**config.mk**
```make
export PLATFORM = sky130hd
export DESIGN_NAME = rcopy_vote_extract
export DESIGN_NICKNAME = d
export VERILOG_FILES = /design/src/rtl/rcv_pkg.sv /design/src/rtl/rcv_gather.sv /design/src/rtl/rcv_vote.sv /design/src/rtl/rcopy_vote_extract.sv
export SDC_FILE = /design/constraint.sdc
export NUM_CORES = 1
export LEC_CHECK = 0
export CAP_MARGIN = 10
export CORE_MARGIN = 2
export CORE_UTILIZATION = 65
export CTS_CLUSTER_DIAMETER = 150
export CTS_CLUSTER_SIZE = 30
export DETAILED_ROUTE_END_ITERATION = 12
export PLACE_DENSITY = 0.89
export SYNTH_ARGS = -nofsm -noshare
export SYNTH_HDL_FRONTEND = slang
export SYNTH_SLANG_ARGS = --single-unit
```
**constraint.sdc**
```tcl
create_clock -name clk -period 13.4 [get_ports clk]
set_clock_uncertainty 0.2 [all_clocks]
set_input_delay 1.34 -clock clk [delete_from_list [all_inputs] [get_ports clk]]
set_output_delay 1.34 -clock clk [all_outputs]
set_load 0.03 [all_outputs]
```
**src/rtl/rcv_pkg.sv**
```systemverilog
package rcv_pkg;

   typedef enum logic [3:0] {
      ST_IDLE,
      ST_HDR_M,
      ST_HDR_R,
      ST_SETUP,
      ST_ISSUE,
      ST_PLAIN,
      ST_INV,
      ST_DONE,
      ST_FAIL
   } rcv_state_e;

endpackage

```
**src/rtl/rcv_gather.sv**
```systemverilog
// Issues COPIES strided reads and collects the returned bytes.
module rcv_gather #(
   parameter int DW     = 8,
   parameter int AW     = 21,
   parameter int COPIES = 8
) (
   input  logic                          clk,
   input  logic                          rst_n,
   input  logic                          go,
   input  logic [AW-1:0]                 base,
   input  logic [AW-1:0]                 stride,
   output logic                          mem_re,
   output logic [AW-1:0]                 mem_addr,
   input  logic [DW-1:0]                 mem_rdata,
   output logic [COPIES-1:0][DW-1:0]     copies,
   output logic                          filled
);
   localparam int CW = (COPIES > 1) ? $clog2(COPIES) : 1;
   localparam logic [CW-1:0] LAST = CW'(COPIES - 1);

   logic          active_q;
   logic [CW-1:0] iss_q;
   logic [AW-1:0] addr_q;
   logic [AW-1:0] stride_q;
   logic          pend_q;
   logic [CW-1:0] pidx_q;

   always_ff @(posedge clk) begin
      if (!rst_n) begin
         active_q <= 1'b0;
         iss_q    <= '0;
         addr_q   <= '0;
         stride_q <= '0;
         pend_q   <= 1'b0;
         pidx_q   <= '0;
         copies   <= '0;
         filled   <= 1'b0;
      end else begin
         if (go) begin
            active_q <= 1'b1;
            iss_q    <= '0;
            addr_q   <= base;
            stride_q <= stride;
         end else if (active_q) begin
            addr_q <= addr_q + stride_q;
            iss_q  <= iss_q + CW'(1);
            if (iss_q == LAST) begin
               active_q <= 1'b0;
            end
         end
         pend_q <= active_q;
         pidx_q <= iss_q;
         if (pend_q) begin
            copies[pidx_q] <= mem_rdata;
         end
         filled <= pend_q && (pidx_q == LAST);
      end
   end

   assign mem_re   = active_q;
   assign mem_addr = addr_q;

endmodule

```
**src/rtl/rcv_vote.sv**
```systemverilog
// Combinational vote: a candidate from the first half wins with more than
// HALF matching later copies; lowest index has priority.
module rcv_vote #(
   parameter int DW     = 8,
   parameter int COPIES = 8
) (
   input  logic [COPIES-1:0][DW-1:0] copies,
   output logic                      ok,
   output logic [DW-1:0]             value
);
   localparam int HALF = COPIES / 2;
   localparam int NW   = $clog2(COPIES + 1);

   logic [HALF-1:0] win;

   for (genvar gi = 0; gi < HALF; gi++) begin : g_cand
      logic [NW-1:0] cnt;
      always_comb begin
         cnt = '0;
         for (int j = gi + 1; j < COPIES; j++) begin
            if (copies[j] == copies[gi]) begin
               cnt = cnt + NW'(1);
            end
         end
      end
      assign win[gi] = (cnt > NW'(HALF));
   end

   always_comb begin
      ok    = 1'b0;
      value = '0;
      for (int i = HALF - 1; i >= 0; i--) begin
         if (win[i]) begin
            ok    = 1'b1;
            value = copies[i];
         end
      end
   end

endmodule

```
**src/rtl/rcopy_vote_extract.sv**
```systemverilog
module rcopy_vote_extract
   import rcv_pkg::*;
#(
   parameter int DW     = 8,
   parameter int AW     = 21,
   parameter int TW     = 16,
   parameter int COPIES = 8
) (
   input  logic          clk,
   input  logic          rst_n,
   input  logic          start,
   output logic          busy,
   output logic          done,
   output logic          fail,
   output logic          mem_re,
   output logic [AW-1:0] mem_addr,
   input  logic [DW-1:0] mem_rdata,
   output logic          tbl_we,
   output logic [TW-1:0] tbl_addr,
   output logic [DW-1:0] tbl_data,
   output logic [DW-1:0] mode_count,
   output logic [DW-1:0] reg_count
);
   localparam int HDR_OFS = 2 * COPIES;
   localparam int SPAN_W  = $clog2(2 * COPIES);

   if (COPIES < 2 || (COPIES % 2) != 0) begin : g_bad_copies
      $error("COPIES must be even and at least 2");
   end
   if (TW < 2 * DW) begin : g_bad_tw
      $error("TW must hold the product of two DW-bit counts");
   end
   if (AW < TW + SPAN_W + 1) begin : g_bad_aw
      $error("AW too narrow for the copy layout");
   end

   rcv_state_e st_q, st_n;

   logic [DW-1:0] nm_q, nr_q;
   logic [TW-1:0] set_q, off_q;

   logic          g_go;
   logic [AW-1:0] g_base, g_stride;
   logic [COPIES-1:0][DW-1:0] g_copies;
   logic          g_filled;
   logic          v_ok;
   logic [DW-1:0] v_val;

   logic          wr;
   logic [DW-1:0] wr_data;
   logic          last_ent;

   rcv_gather #(.DW(DW), .AW(AW), .COPIES(COPIES)) u_gather (
      .clk       (clk),
      .rst_n     (rst_n),
      .go        (g_go),
      .base      (g_base),
      .stride    (g_stride),
      .mem_re    (mem_re),
      .mem_addr  (mem_addr),
      .mem_rdata (mem_rdata),
      .copies    (g_copies),
      .filled    (g_filled)
   );

   rcv_vote #(.DW(DW), .COPIES(COPIES)) u_vote (
      .copies (g_copies),
      .ok     (v_ok),
      .value  (v_val)
   );

   assign last_ent = (off_q == set_q - TW'(1));

   always_comb begin
      st_n     = st_q;
      g_go     = 1'b0;
      g_base   = '0;
      g_stride = AW'(1);
      wr       = 1'b0;
      wr_data  = v_val;
      case (st_q)
         ST_IDLE: begin
            if (start) begin
               g_go = 1'b1;
               st_n = ST_HDR_M;
            end
         end
         ST_HDR_M: begin
            if (g_filled) begin
               if (v_ok) begin
                  g_go   = 1'b1;
                  g_base = AW'(COPIES);
                  st_n   = ST_HDR_R;
               end else begin
                  st_n = ST_FAIL;
               end
            end
         end
         ST_HDR_R: begin
            if (g_filled) begin
               if (!v_ok) begin
                  st_n = ST_FAIL;
               end else if (nm_q == '0 || v_val == '0) begin
                  st_n = ST_DONE;
               end else begin
                  st_n = ST_SETUP;
               end
            end
         end
         ST_SETUP: st_n = ST_ISSUE;
         ST_ISSUE: begin
            g_go     = 1'b1;
            g_base   = AW'(HDR_OFS) + AW'(off_q);
            g_stride = AW'(set_q) << 1;
            st_n     = ST_PLAIN;
         end
         ST_PLAIN: begin
            if (g_filled) begin
               if (v_ok) begin
                  wr   = 1'b1;
                  st_n = last_ent ? ST_DONE : ST_ISSUE;
               end else begin
                  g_go     = 1'b1;
                  g_base   = AW'(HDR_OFS) + AW'(set_q) + AW'(off_q);
                  g_stride = AW'(set_q) << 1;
                  st_n     = ST_INV;
               end
            end
         end
         ST_INV: begin
            if (g_filled) begin
               if (v_ok) begin
                  wr      = 1'b1;
                  wr_data = ~v_val;
                  st_n    = last_ent ? ST_DONE : ST_ISSUE;
               end else begin
                  st_n = ST_FAIL;
               end
            end
         end
         ST_DONE: st_n = ST_IDLE;
         ST_FAIL: st_n = ST_IDLE;
         default: st_n = ST_IDLE;
      endcase
   end

   always_ff @(posedge clk) begin
      if (!rst_n) begin
         st_q     <= ST_IDLE;
         nm_q     <= '0;
         nr_q     <= '0;
         set_q    <= '0;
         off_q    <= '0;
         tbl_we   <= 1'b0;
         tbl_addr <= '0;
         tbl_data <= '0;
      end else begin
         st_q   <= st_n;
         tbl_we <= wr;
         if (st_q == ST_IDLE && start) begin
            nm_q <= '0;
            nr_q <= '0;
         end
         if (st_q == ST_HDR_M && g_filled && v_ok) begin
            nm_q <= v_val;
         end
         if (st_q == ST_HDR_R && g_filled && v_ok) begin
            nr_q <= v_val;
         end
         if (st_q == ST_SETUP) begin
            set_q <= TW'(nm_q) * TW'(nr_q);
            off_q <= '0;
         end
         if (wr) begin
            tbl_addr <= off_q;
            tbl_data <= wr_data;
            off_q    <= off_q + TW'(1);
         end
      end
   end

   assign busy       = (st_q != ST_IDLE) && (st_q != ST_DONE) && (st_q != ST_FAIL);
   assign done       = (st_q == ST_DONE);
   assign fail       = (st_q == ST_FAIL);
   assign mode_count = nm_q;
   assign reg_count  = nr_q;

endmodule

```
# After elaboration in Yosys (flattened, before gate mapping)
# Index checks and enable logic that the tools add are counted.
# W data, S select, Z words.
# totals
regBits	192
out_inout_bits	66
word_cells	191
# op_classes
addsub	25
multipliers	1
order_cmp	6
n_eq_ne	40
n_mux	73
bitwise_logic	2
reduce_logical	21
# op_table
op	count
$eq A8 B8 Y1	22
$mux W4	28
$mux W8	11
$bwmux W64	1
$add A4 B1 Y4 const B	14
$pmux W18 S3	1
$mux W21	2
$mux W18	2
$add A5 B16 Y17 const A	2
$mux W17	2
$pmux W17 S2	1
$mux W16	2
$pmux W4 S7	1
$demux W8 S3	1
$add A21 B21 Y21	1
$add A17 B16 Y18	1
$mux W1	17
$add A16 B1 Y16 const B	1
$eq A16 B16 Y1	1
$eq A4 B3 Y1 const B	4
$gt A4 B3 Y1 const B	4
$logic_not A8 Y1	2
$mul A8 B8 Y16	1
$sub A16 B1 Y16 const B	1
other kinds (24)	45

# Logic depth before layout (Yosys ltp)
# depth
word_depth	22
mapped_depth	29
depth_no_buf	25

# By module
# A second synthesis with hierarchy kept.
# unflattened
hier_cells	2005
area_unflattened_um2	16394.5
# by_module_without_submodules
mod	instances	cells_per_inst	area_per_inst_um2	seq_area_each_um2
rcopy_vote_extract	1	907	7224.4	1541.5
rcv_gather	1	618	5459.0	2302.2
rcv_vote	1	480	3711.1	0.0

# Worst setup path before layout
# Ideal clock, no wire load.
# synth_timing
path_type	register to register
startpoint	reg u_gather.copies[16] (netlist bit)
endpoint	reg u_gather.stride_q[10]
setup_time_ps	117
arrival_ps	5742
slack_ps	7342
stages_incl_launch_ff	28
path_buffers	2
period_less_slack_ps	6058
path_cell_list	dfxtp_1 -> buf_2 -> xnor2_1 -> nand4_1 -> nor2_1 -> ha_1 -> or3_1 -> and2_1 -> inv_1 -> ha_1 -> nor2_1 -> nor2_1 -> xnor2_1 -> a21oi_1 -> ha_1 -> and2_1 -> a311oi_1 -> inv_1 -> ha_1 -> nand2b_1 -> nand3_1 -> o32a_1 -> or4_4 -> or2_1 -> o31ai_4 -> nor3_2 -> buf_2 -> a22o_1
# synth_between
elab_chain_cells	18
elab_cells_between_ends	52
classes_between	add/sub: 14; order compare: 3; eq/ne: 7; mux: 28
# synth_lines
element	line_no	text
start: declaration	rcv_gather.sv:15	output logic [COPIES-1:0][DW-1:0] copies,
start signal: indexed assignment	rcv_gather.sv:54	copies[pidx_q] <= mem_rdata;
parallel branches: the longest is 14 deep, another holds $add A4 B1 Y4	n/a	
$mux W1 (*)	rcv_vote.sv:33	if (win[i]) begin
$mux W1 (tied with other cells)	rcopy_vote_extract.sv:119	if (v_ok) begin
$mux W1 (tied with other cells)	rcopy_vote_extract.sv:118	if (g_filled) begin
$pmux W1 S4 or $pmux W17 S2 (tied branches)	rcopy_vote_extract.sv:81	case (st_q)
end signal: assignment	rcv_gather.sv:43	stride_q <= stride;
end: declaration	rcv_gather.sv:24	logic [AW-1:0] stride_q;
# Every way passes the cells marked *.
# A chain may end at the register's enable or synchronous reset.

# Worst setup path in the final report
# layout_timing
startpoint	reg u_gather.copies[21] (netlist bit)
endpoint	reg u_gather.stride_q[10]
# Same word-level chain as after synthesis.

==> metrics.txt <==
setup tns final=0 ns; cts repair resizes=0; vias in the first global route=around 14000; post-place setup slack=between 5 and 6 ns; max_cap viols=0; die area=approximately 26000 um^2; Sw Share=a little under two fifths; top_reg_cell synth=dfxtp_1; leakage power=approximately 7.4 nW; share of layout cells above drive strength 1=4.85%; Synth area leaders=dfxtp_1, ha_1, xnor2_1, nand2_1, xor2_1; RSZ-0062 raised after global routing=no; register area share after synthesis=between 20% and 30%; HP Class=flop to flop; CTS tree=built; Congestion Overflow GR=0; average routed wire per standard cell=about 21 um; pin count of the biggest net entering global routing=90; core area=between 20000 and 25000 um^2; Period Utilization, post-route=between 50 and 60%; Final HPWL DP=about 35 mm; setup ws final=5.51 ns; switching power=635 uW; Initial Utilization=about two thirds; Synth Net Count=approximately 2200; maximum vdd drop=between 100 and 150 uV; final setup vio count=0; total routed wirelength=between 40 and 50 mm; Slew HR=20.2%; Reg2Reg Setup Slack=around 5.5 ns; final net count=roughly 2100; Pwr per Cell Area=around 100 nW/um^2; clk sink count=about 190; final hold violations=0; Rows=57; EDFF count, synth=0; clock power share=about a third; gpl congestion=about 1.0; CTS buffer count=17; Tightest Pin Transition=between 1 and 1.5 ns; status=completed; synthesized area per cell=a little under 8 um^2; startpoint types=flop; Crit Path Max Fanout=17; cts hold-fix bufs=0; kind of critical path=flop to flop; Worst EP required=between 10 and 15 ns; Post-CTS Repair Setup Buffers=0; post-synthesis cell count=1994; Antenna Cells=0; part of the power in registers=roughly 34%; cell-internal power=approximately 1.1 mW; initial drt markers=1549; FF+latch count, synth=~190; nature of the critical path endpoint=flop; H-tree lvl count=4; ys async rst share=0%; Yosys top cell by area=dfxtp_1; Yosys top cell area share=a little under a quarter; most frequent cell after synthesis=nand2_1; Routed Antenna Nets=0; number of port buffers=76; synth-to-layout area growth=7.64%; root buf cell=clkbuf_16; shortest period the worst path allows=between 7 and 8 ns; Clock Tree Buf Depth=2; gr usage total=about 37%; DR vias/cell=between 6 and 7; Mapped Area=15800 um^2; DIE HEIGHT=approximately 160 um; post-synth cell types=90; Boundary Pins=77; max frequency=127 MHz; die width=160 um; data arrival time of the critical path=about 8 ns; Ys Warns=0; latest clock arrival within the worst-skew pair=~0.45 ns; routed vias=between 10000 and 15000; global-route wire length before repair=76.1 mm; DRC errors left=0; Reg clk slew, reported paths=~0.08 ns; pins over their slew limit=0; initial antenna violation count=0; Pre-antenna DRT Iters=6; most frequent cells after synthesis=nand2_1, dfxtp_1, a21oi_1, xnor2_1, xor2_1; Comb pwr share=between 30% and 40%
[sequential cells by signal (all words and copies together) (netlist names)]
signal,cells
off_q,16
tbl_data,8
u_gather.iss_q,3
u_gather.mem_re,1
u_gather.filled,1
tbl_addr,16
st_q,4
u_gather.stride_q,17
tbl_we,1
set_q,16
mode_count,8
reg_count,8
u_gather.pend_q,1
u_gather.copies,64
u_gather.pidx_q,3
u_gather.mem_addr,21
[layer usage]
layer / track usage (%) / part of all wire, % / vias to the layer above / wire (um)
met2: 64.6 / 48 / 726 / 23300
met4: 24.4 / 7.4 / 0 / 3590
met5: 0 / 0 / - / 0
met1: 43.0 / 38 / 6923 / 18400
li1: - / - / 6784 / -
met3: 5.25 / 6.5 / 236 / 3130
[cell type report]
cell class	instances	area (um^2)
Timing Repair Buffer	86	831
Fill cell	1935	7100
Clock inverter	15	201
Clock buffer	17	425
Multi-Input combinational cell	1551	11000
Tap cell	324	405
Sequential cell	188	3760
Inverter	100	377
[placed cells by master (no fill, tap or decap), types with 18 or more instances in the layout]
| cell type | synthesis | final |
|---|---|---|
| a211oi_1 | 24 | 24 |
| a21o_1 | 19 | 19 |
| a21oi_1 | 159 | 159 |
| and2_1 | 54 | 54 |
| and3_1 | 23 | 23 |
| clkdlybuf4s50_1 | 0 | 75 |
| dfxtp_1 | 188 | 188 |
| fa_1 | 38 | 38 |
| ha_1 | 108 | 108 |
| inv_1 | 100 | 99 |
| mux2i_1 | 21 | 21 |
| nand2_1 | 293 | 293 |
| nand2b_1 | 18 | 18 |
| nand3_1 | 53 | 53 |
| nand4_1 | 31 | 31 |
| nor2_1 | 85 | 84 |
| nor3_1 | 30 | 30 |
| nor4_1 | 26 | 26 |
| o21a_1 | 18 | 18 |
| o21ai_0 | 42 | 42 |
| o22ai_1 | 19 | 19 |
| xnor2_1 | 144 | 144 |
| xor2_1 | 109 | 109 |
[power by group through the flow]
stage	registers (mW)	logic (mW)	clock network [mW]
2_1_floorplan	0.590	0.453	0
6_report	0.579	0.587	0.533
3_5_place_dp	0.592	0.567	0
3_3_place_gp	0.592	0.550	0
5_1_grt	0.580	0.632	0.550
4_1_cts	0.579	0.574	0.530
[metrics by stage]
step,hold slack (ns),std cells,util (%),total power [mW],instance area [um^2]
after global routing,0.277,2281,70.5,1.76,17000
after global placement,0.242,2249,67.9,1.14,16400
after detailed placement,0.249,2249,67.9,1.16,16400
after floorplan,0.253,1994,-,1.04,15800
after CTS,0.258,2281,70.5,1.68,17000
final,0.256,2281,70.5,1.70,17000
[worst max-delay path, stage by stage, from the launching register on]
cell      delay (ns)
dfxtp_1         0.69
xnor2_1         0.19
nand4_1         0.13
nor2_1          0.38
ha_1            0.37
or3_1           0.43
and2_1          0.20
inv_1           0.06
ha_1            0.23
nor2_1          0.19
nor2_1          0.13
xnor2_1         0.15
a21oi_1         0.18
ha_1            0.25
and2_1          0.17
a311oi_1        0.25
inv_1           0.10
ha_1            0.32
nand2b_1        0.09
nand3_1         0.09
o32a_1          0.29
or4_4           0.48
o21ai_2         0.57
nand2_1         0.51
nor3_2          0.91
a22o_1          0.28
[logic make-up after synthesis]
| family | share of synthesized area, % |
|---|---|
| fa+ha+maj | 13.4 |
| xor+xnor | 14.6 |
| buf+inv | 6.56 |
| compound gates | 16.6 |
| simple gates | 22.9 |
| mux | 2.04 |
| flops | 23.8 |
[final timing paths]
path,from,end,cells after the start
setup / recovery,u_gather.copies[21]$_SDFFE_PN0P_,u_gather.stride_q[10]$_SDFFE_PN0P_,25
hold / removal,tbl_addr[6]$_SDFFE_PN0P_,tbl_addr[6]$_SDFFE_PN0P_,2
setup reg to reg,u_gather.copies[21]$_SDFFE_PN0P_,u_gather.stride_q[10]$_SDFFE_PN0P_,25
hold reg to reg,tbl_addr[6]$_SDFFE_PN0P_,tbl_addr[6]$_SDFFE_PN0P_,2
Power figures use the tool's default switching activity.
